File: src/rtl/mpio_pkg.sv
package mpio_pkg;

    localparam int unsigned MP_ADDR_W = 16;
    localparam int unsigned MP_DATA_W = 8;
    localparam int unsigned MP_NPORTS = 8;
    localparam int unsigned MP_REG_W  = 3;

    // Kind of bus cycle seen in the current clock
    typedef enum logic [1:0] {
        ACC_NONE  = 2'd0,
        ACC_READ  = 2'd1,
        ACC_WRITE = 2'd2
    } acc_e;

    // Read takes precedence if both strobes are high
    function automatic acc_e acc_kind(input logic rd, input logic wr);
        if (rd)      return ACC_READ;
        else if (wr) return ACC_WRITE;
        else         return ACC_NONE;
    endfunction

    // Switch ON (1) demands address bit 0; OFF (0) demands address bit 1
    function automatic logic sw_bit_ok(input logic a, input logic sw);
        return a ^ sw;
    endfunction

endpackage

File: src/rtl/mpio_addr_dec.sv
module mpio_addr_dec
    import mpio_pkg::*;
#(
    parameter int unsigned ADDR_W = MP_ADDR_W,
    parameter int unsigned NPORTS = MP_NPORTS,
    parameter int unsigned REG_W  = MP_REG_W,
    localparam int unsigned PSEL_W = $clog2(NPORTS),
    localparam int unsigned BLK_W  = PSEL_W + REG_W,
    localparam int unsigned SW_W   = ADDR_W - BLK_W
) (
    input  logic [ADDR_W-1:0] addr,
    input  logic [SW_W-1:0]   base_sw,
    input  logic              stat_en,
    input  logic              rd,
    input  logic              wr,
    output logic [NPORTS-1:0] cs,
    output logic [PSEL_W-1:0] port_idx,
    output logic [REG_W-1:0]  reg_idx,
    output logic              port_rd,
    output logic              stat_rd,
    output logic              stat_wr
);

    logic [SW_W-1:0] bit_ok;
    logic            blk_hit;
    logic            stat_loc;
    acc_e            acc;

    // Per-bit compare of the upper address against the switches
    for (genvar b = 0; b < SW_W; b++) begin : g_cmp
        assign bit_ok[b] = sw_bit_ok(addr[BLK_W + b], base_sw[b]);
    end

    assign blk_hit  = &bit_ok;
    assign port_idx = addr[BLK_W-1:REG_W];
    assign reg_idx  = addr[REG_W-1:0];
    assign stat_loc = stat_en && (reg_idx == {REG_W{1'b1}});
    assign acc      = acc_kind(rd, wr);

    for (genvar g = 0; g < NPORTS; g++) begin : g_cs
        assign cs[g] = blk_hit && (acc != ACC_NONE) && !stat_loc
                       && (port_idx == PSEL_W'(g));
    end

    assign port_rd = blk_hit && (acc == ACC_READ)  && !stat_loc;
    assign stat_rd = blk_hit && (acc == ACC_READ)  &&  stat_loc;
    assign stat_wr = blk_hit && (acc == ACC_WRITE) &&  stat_loc;

endmodule

File: src/rtl/mpio_irq_share.sv
module mpio_irq_share #(
    parameter int unsigned NPORTS = 8
) (
    input  logic              clk,
    input  logic              rst,
    input  logic [NPORTS-1:0] port_req,
    input  logic [NPORTS-1:0] port_out2,
    input  logic              stat_wr,
    output logic [NPORTS-1:0] pend_q,
    output logic              irq_q
);

    logic wr_prev_q;
    logic kick;

    // Only the first cycle of a status write re-arms the line
    assign kick = stat_wr && !wr_prev_q;

    always_ff @(posedge clk) begin
        if (rst) begin
            pend_q    <= '0;
            wr_prev_q <= 1'b0;
            irq_q     <= 1'b0;
        end else begin
            pend_q    <= port_req & port_out2;
            wr_prev_q <= stat_wr;
            irq_q     <= (|pend_q) && !kick;
        end
    end

endmodule

File: src/rtl/mpio_rd_mux.sv
module mpio_rd_mux #(
    parameter int unsigned NPORTS = 8,
    parameter int unsigned DATA_W = 8,
    localparam int unsigned PSEL_W = $clog2(NPORTS)
) (
    input  logic [NPORTS*DATA_W-1:0] port_rdata,
    input  logic [PSEL_W-1:0]        port_idx,
    input  logic                     port_rd,
    input  logic                     stat_rd,
    input  logic [NPORTS-1:0]        pend,
    output logic [DATA_W-1:0]        rdata
);

    logic [DATA_W-1:0] masked [NPORTS];
    logic [DATA_W-1:0] port_word;
    logic [DATA_W-1:0] stat_word;

    for (genvar g = 0; g < NPORTS; g++) begin : g_sel
        assign masked[g] = (port_idx == PSEL_W'(g))
                           ? port_rdata[g*DATA_W +: DATA_W] : '0;
    end

    always_comb begin
        port_word = '0;
        for (int i = 0; i < NPORTS; i++) port_word |= masked[i];
        stat_word = '0;
        stat_word[NPORTS-1:0] = pend;
    end

    always_comb begin
        if (stat_rd)      rdata = stat_word;
        else if (port_rd) rdata = port_word;
        else              rdata = '1;
    end

endmodule

File: src/rtl/mpio_share_dec.sv
module mpio_share_dec
    import mpio_pkg::*;
#(
    parameter int unsigned ADDR_W = MP_ADDR_W,
    parameter int unsigned DATA_W = MP_DATA_W,
    parameter int unsigned NPORTS = MP_NPORTS,
    parameter int unsigned REG_W  = MP_REG_W,
    localparam int unsigned PSEL_W = $clog2(NPORTS),
    localparam int unsigned SW_W   = ADDR_W - PSEL_W - REG_W
) (
    input  logic                     clk,
    input  logic                     rst,
    input  logic [SW_W-1:0]          base_sw,
    input  logic                     stat_en,
    input  logic [ADDR_W-1:0]        io_addr,
    input  logic                     io_rd,
    input  logic                     io_wr,
    output logic [DATA_W-1:0]        io_rdata,
    output logic [NPORTS-1:0]        port_cs,
    output logic [REG_W-1:0]         reg_off,
    input  logic [NPORTS*DATA_W-1:0] port_rdata,
    input  logic [NPORTS-1:0]        port_req,
    input  logic [NPORTS-1:0]        port_out2,
    output logic                     irq_out
);

    logic [PSEL_W-1:0] port_idx;
    logic              port_rd;
    logic              stat_rd;
    logic              stat_wr;
    logic [NPORTS-1:0] pend_q;

    mpio_addr_dec #(
        .ADDR_W(ADDR_W), .NPORTS(NPORTS), .REG_W(REG_W)
    ) u_dec (
        .addr    (io_addr),
        .base_sw (base_sw),
        .stat_en (stat_en),
        .rd      (io_rd),
        .wr      (io_wr),
        .cs      (port_cs),
        .port_idx(port_idx),
        .reg_idx (reg_off),
        .port_rd (port_rd),
        .stat_rd (stat_rd),
        .stat_wr (stat_wr)
    );

    mpio_irq_share #(.NPORTS(NPORTS)) u_irq (
        .clk      (clk),
        .rst      (rst),
        .port_req (port_req),
        .port_out2(port_out2),
        .stat_wr  (stat_wr),
        .pend_q   (pend_q),
        .irq_q    (irq_out)
    );

    mpio_rd_mux #(.NPORTS(NPORTS), .DATA_W(DATA_W)) u_mux (
        .port_rdata(port_rdata),
        .port_idx  (port_idx),
        .port_rd   (port_rd),
        .stat_rd   (stat_rd),
        .pend      (pend_q),
        .rdata     (io_rdata)
    );

endmodule

File: config.mk
export PLATFORM = sky130hd
export DESIGN_NAME = mpio_share_dec
export DESIGN_NICKNAME = d
export VERILOG_FILES = /design/src/rtl/mpio_pkg.sv /design/src/rtl/mpio_addr_dec.sv /design/src/rtl/mpio_irq_share.sv /design/src/rtl/mpio_rd_mux.sv /design/src/rtl/mpio_share_dec.sv
export SDC_FILE = /design/constraint.sdc
export NUM_CORES = 1
export LEC_CHECK = 0
export BUFFER_PORTS_ARGS = -buffer_cell sky130_fd_sc_hd__buf_2
export CORE_ASPECT_RATIO = 1.25
export CORE_MARGIN = 2
export CORE_UTILIZATION = 30
export DETAILED_ROUTE_END_ITERATION = 6
export GPL_TIMING_DRIVEN = 0
export PLACE_DENSITY = 0.8
export SLEW_MARGIN = 20
export SYNTH_ARGS = -nofsm -noshare
export SYNTH_HDL_FRONTEND = slang
export SYNTH_SLANG_ARGS = --single-unit
File: constraint.sdc
create_clock -name clk -period 2 [get_ports clk]
set_input_delay 0.1 -clock clk [delete_from_list [all_inputs] [get_ports clk]]
set_output_delay 0.1 -clock clk [all_outputs]
set_load 0.03 [all_outputs]
== Word-level counts from Yosys, hierarchy flattened ==
Index checks and enable logic that the tools add are counted.
W data, S select, Z words.

* Equality and inequality tests: 10
* Multiplexer cells: 12
* Bitwise operators: 18
* Reduce and logical (&&, ||, !) cells: 25

{| class="wikitable"
|+ Operators with widths
! cell !! count
|-
| $mux W8 || 10
|-
| $or A8 B8 Y8 || 7
|-
| $logic_and A1 B1 Y1 || 18
|-
| $eq A3 B3 Y1 const B || 5
|-
| $reduce_and A10 Y1 || 1
|-
| $xor A1 B1 Y1 || 10
|-
| $and A8 B8 Y8 || 1
|-
| $reduce_or A8 Y1 || 1
|-
| $eq A3 B2 Y1 const B || 2
|-
| $mux W2 || 2
|-
| $eq A3 B1 Y1 const B || 1
|-
| $logic_not A1 Y1 || 3
|-
| $logic_not A3 Y1 || 1
|-
| $eq A2 B1 Y1 const B || 1
|-
| $eq A2 B2 Y1 const B || 1
|-
| $reduce_bool A2 Y1 || 1
|}

* Flip-flop bits (word level): 10
* Word-level logic and storage cells: 68

== Longest topological paths before layout ==
* Word-level depth: 11
* Mapped depth: 7
* Depth with buffers taken out: 5

== Hierarchy ==
From an unflattened synthesis, not the netlist that was laid out.

* Cells, all modules: 148
* Area, all modules: 1288.7 um^2

{| class="wikitable"
|+ By module, submodules not included
! module !! times used !! cells each !! area each (um^2) !! sequential area each (um^2)
|-
| mpio_rd_mux || 1 || 78 || 689.4 || 0.0
|-
| mpio_irq_share || 1 || 32 || 305.3 || 200.2
|-
| mpio_addr_dec || 1 || 38 || 294.0 || 0.0
|}

== Worst setup path before layout ==
No wires, ideal clock.

* Path kind: input-to-output
* Start point: in io_addr[15]
* End point: out port_cs[3]
* Arrival time: 1.702 ns
* Required time: 1.900 ns
* Slack: 0.198 ns
* Stages on the path: 4
* Path buffers: 0
* Cells stage by stage: xnor2_1 -> nor4_2 -> nand3_2 -> nor4_1

* Word-level cells in the longest chain between the ends: 5

{| class="wikitable"
|+ Ends and longest elaborated chain
! element !! line !! text
|-
| from (decl) || mpio_share_dec.sv:15 || <nowiki>input logic [ADDR_W-1:0] io_addr,</nowiki>
|-
| $xor A1 B1 Y1 || mpio_pkg.sv:24 || <nowiki>return a ^ sw;</nowiki>
|-
| $reduce_and A10 Y1 || mpio_addr_dec.sv:34 || <nowiki>assign blk_hit = &bit_ok;</nowiki>
|-
| $logic_and A1 B1 Y1 (2 in a row) || mpio_addr_dec.sv:41 || <nowiki>assign cs[g] = blk_hit && (acc != ACC_NONE) && !stat_loc</nowiki>
|-
| $logic_and A1 B1 Y1 || mpio_addr_dec.sv:42 || <nowiki>&& (port_idx == PSEL_W'(g));</nowiki>
|-
| to (decl) || mpio_share_dec.sv:19 || <nowiki>output logic [NPORTS-1:0] port_cs,</nowiki>
|}

No other way between the ends.

== Worst setup path in the final report ==
* Start point: in io_addr[5]
* End point: out io_rdata[2]

* Word-level cells in the longest chain between the ends: 11

{| class="wikitable"
|+ Ends and longest elaborated chain
! element !! line !! text
|-
| $eq A3 B1 Y1 / $logic_not A3 Y1 (equally long branches) || mpio_rd_mux.sv:19 || <nowiki>assign masked[g] = (port_idx == PSEL_W'(g))</nowiki>
|-
| $mux W8 || mpio_rd_mux.sv:20 || <nowiki>? port_rdata[g*DATA_W +: DATA_W] : '0;</nowiki>
|-
| $or A8 B8 Y8 (6 in a row) || mpio_rd_mux.sv:25 || <nowiki>for (int i = 0; i < NPORTS; i++) port_word |= masked[i];</nowiki>
|-
| $or A8 B8 Y8 * || mpio_rd_mux.sv:25 ||
|-
| $mux W8 * || mpio_rd_mux.sv:32 || <nowiki>else if (port_rd) rdata = port_word;</nowiki>
|-
| $mux W8 * || mpio_rd_mux.sv:31 || <nowiki>if (stat_rd) rdata = stat_word;</nowiki>
|-
| to (decl) || mpio_share_dec.sv:18 || <nowiki>output logic [DATA_W-1:0] io_rdata,</nowiki>
|}

Mark *: on every way between the ends. The rest lies on a longest branch, timed or not.

==> impl_results.md <==
* Row count at 25
* Hold path cells at 2
* Routed wire length at 4370 um
* EDFF count, synth at 0
* Area after DPL at 1920 um2
* Clk sinks at 10
* Final ANT Viol Nets at 0
* Skew-Pair Late Insertion Delay at 0.23 ns
* DPL Wire Length at 3840 um
* Routability congestion estimate at 0.767
* Detailed Routing Iterations Pass 1 at 4
* PortBufs at 126
* Layout cells sized above 1 at 56.2%
* XOR/XNOR share of the synthesized area at 7.16%
* Die height at 75.4 um
* Max Slew Vio Count at 0
* Crit path largest cell delay at 0.55 ns
* TritonCTS Buffers at 3
* Lkg Pwr at 0.979 nW
* Critical path class: in -> out
* DRC viols at 0
* Vias in the first global route at 1,559
* Max Freq at 604 MHz
* Number of diodes at 0
* Most common cell after layout, fill and taps aside: buf_2
* Share of flip-flops with an asynchronous set or reset at 0%
* # IOs at 131
* Startpoint types: input pin
* Largest net degree at the start of global routing at 11
* Sequential share of power at 29.7%
* Core Region at 3850 um2
* Clk slew on worst S/H paths at 0.04 ns
* Clk pwr share at 27.5%
* Sequential fraction of the synthesis area at 16.4%
* Logic gate share of total power at 42.7%
* Starting Density at 31.8%
* Hold/Removal Path Class: in -> reg
* Fin Setup TNS at 0 ns
* WP data required at 1.90 ns
* Worst slew pin tran at 0.586 ns
* Clk Tree Root Cell: clkbuf_8
* RSZ-0062 raised after global routing: no
* Final critical-path required period at 1.66 ns
* Die ar. at 4600 um2
* Most frequent cells in the layout: buf_2 (131), nand2_1 (25), nor2_1 (21)
* Syn Nets at 263
* Layout area overhead at 60.5%
* Cell count after synthesis at 152
* Slowest-stage cell, CP: a2111oi_0
* Compound-Gate Fraction of Synth Area at 12.3%
* Postcts setup bufs at 0
* Initial detailed-routing violation count at 55
* Final Setup Violations at 0
* Max cap viols at 0
* Vias at 1,625
* Yosys top cell area share at 16.4%
* Most used cell along the critical path: buf_2
* Vias/cell at 4.85
* Hold buffers post-CTS at 0
* P_int at 510 uW
* Mean post-synth cell area at 8.04 um2
* TritonCTS clock tree: yes
* Post_cts resized at 0
* Worst clock skew at 0.000929 ns
* Nets at 394
* Status: finished, final reports clean
* CP delay by family, top: compound AO/OA/AOI/OAI gates
* Largest family of logic cells by synthesized area: simple AND/OR/NAND/NOR gates
* Clk buf depth at 2
* Warning count from the yosys run at 0
* Initial antenna violation count at 0
* Pwr per Cell Area at 365 nW/um2
* First-pass GRT wire length at 6350 um
* Main synth FF type: dfxtp_1
* Synth cell types at 38
* Cell taking the most area after synthesis: dfxtp_1
* Slew margin rel. at 59.9%
* Synth area leaders: dfxtp_1 (16%), mux4_2 (15%), nand2_1 (7.7%), mux2i_1 (7.4%), xnor2_1 (7.2%)
* Gr usage total at 18.2%
* Die X at 61.1 um
* Simple-gate share of the synthesized area at 31.4%
* Post-synthesis mux area share at 24.0%
* Post-synthesis cell area at 1220 um2
* Setup crit end kind: output pin
* Reg2Reg Depth at 3
* CP Cell Sequence: buf_6, buf_2, a211oi_1, a31oi_1, a2111oi_0, o21ai_1, buf_2
* Worst Path Buf+Inv at 3
* Final Hold Violating Endpoints at 0
* Final Cell Area at 1960 um2
* Total grt overflow at 0
* #FFs+latches synth at 10
* Final Core Density at 51.0%
* Adder-Cell Fraction of Synth Area at 0%
* H-Tree Depth at 1
* Wire length per cell at 13.0 um
* VDD IR-drop max at 0.000297 V
* Data arrival, critical path at 1.56 ns
* Final period utilization at 82.8%
* Critical-path maximum fanout at 10
* P_sw at 205 uW
* Critical Path Stages at 7
* Sw Ratio at 28.6%
==> final cells by class <==
cell class                      count  area, um2
Sequential cell                    10        200
Inverter                            2       7.51
Timing Repair Buffer              126        631
Tap cell                           54       67.6
Clock buffer                        3       41.3
Fill cell                         405       1890
Multi-Input combinational cell    125        915
Buffer                             15        100
==> state kept, by name, summed over array words and instances, names as in the netlist <==
signal,cells
u_irq.pend_q,8
u_irq.irq_q,1
u_irq.wr_prev_q,1
==> through the flow <==
stage,hold slack [ns],instances,power (mW),worst slack [ns]
6_report,0.0660,335,0.715,0.343
5_1_grt,0.0660,335,0.764,0.142
2_1_floorplan,0.214,152,0.385,0.198
3_5_place_dp,0.308,332,0.524,0.344
3_3_place_gp,0.305,332,0.515,0.391
4_1_cts,0.0668,335,0.722,0.340
==> cell usage after synthesis, types with 2 or more instances <==
| cell type | instances |
|---|---|
| dfxtp_1 | 10 |
| mux4_2 | 8 |
| buf_4 | 4 |
| o21ai_0 | 4 |
| nor4_1 | 4 |
| xnor2_1 | 10 |
| clkbuf_1 | 3 |
| nand2b_1 | 2 |
| buf_2 | 5 |
| inv_1 | 2 |
| mux2_2 | 2 |
| nand4_1 | 4 |
| nor2_1 | 21 |
| mux2i_1 | 9 |
| buf_6 | 3 |
| a21oi_1 | 4 |
| nand3_1 | 5 |
| nand2_1 | 25 |
| a31oi_1 | 2 |
| and3_1 | 2 |
| o22ai_1 | 2 |
| a211oi_1 | 4 |
| nor4_2 | 2 |
==> worst paths after layout <==
check	start	slack, ns	to
worst max-delay path	io_addr[5]	0.34	io_rdata[2]
worst min register to register	u_irq.wr_prev_q	0.43	u_irq.irq_q
worst max register to register	u_irq.pend_q[6]	1.09	u_irq.irq_q
worst min-delay path	rst	0.07	u_irq.pend_q[0]
==> routing by layer <==
layer  global-route usage (%)  vias up  share of wire, %
li1                         -      811                 -
met1                     18.2      738                36
met2                     36.1       68                56
met3                     2.38        8               6.1
met4                     7.49        0               1.6
met5                        0        -                 0
==> logic make-up (layout without fill, tap and decap cells) <==
logic type / count (synthesis) / after routing
multiplexers: 19 / 19
XOR/XNOR: 10 / 10
AO/OA/AOI/OAI: 23 / 23
AND/OR/NAND/NOR: 73 / 73
flip-flops: 10 / 10
buffers and inverters: 17 / 146
==> worst reg2reg max path, cell delays in order, from the launching register on <==
cell and delay, ns:
dfxtp_1 0.30, nor4_1 0.28, a21oi_1 0.11, o21a_1 0.11
==> power groups by stage <==
| stage | registers [mW] | clock network, mW | logic [mW] |
|---|---|---|---|
| floorplan | 0.219 | 0 | 0.166 |
| global placement | 0.216 | 0 | 0.299 |
| detailed placement | 0.216 | 0 | 0.307 |
| CTS | 0.213 | 0.201 | 0.308 |
| global route | 0.214 | 0.213 | 0.338 |
| finish | 0.213 | 0.197 | 0.305 |
Note: power is estimated with default switching activity, not from simulation.
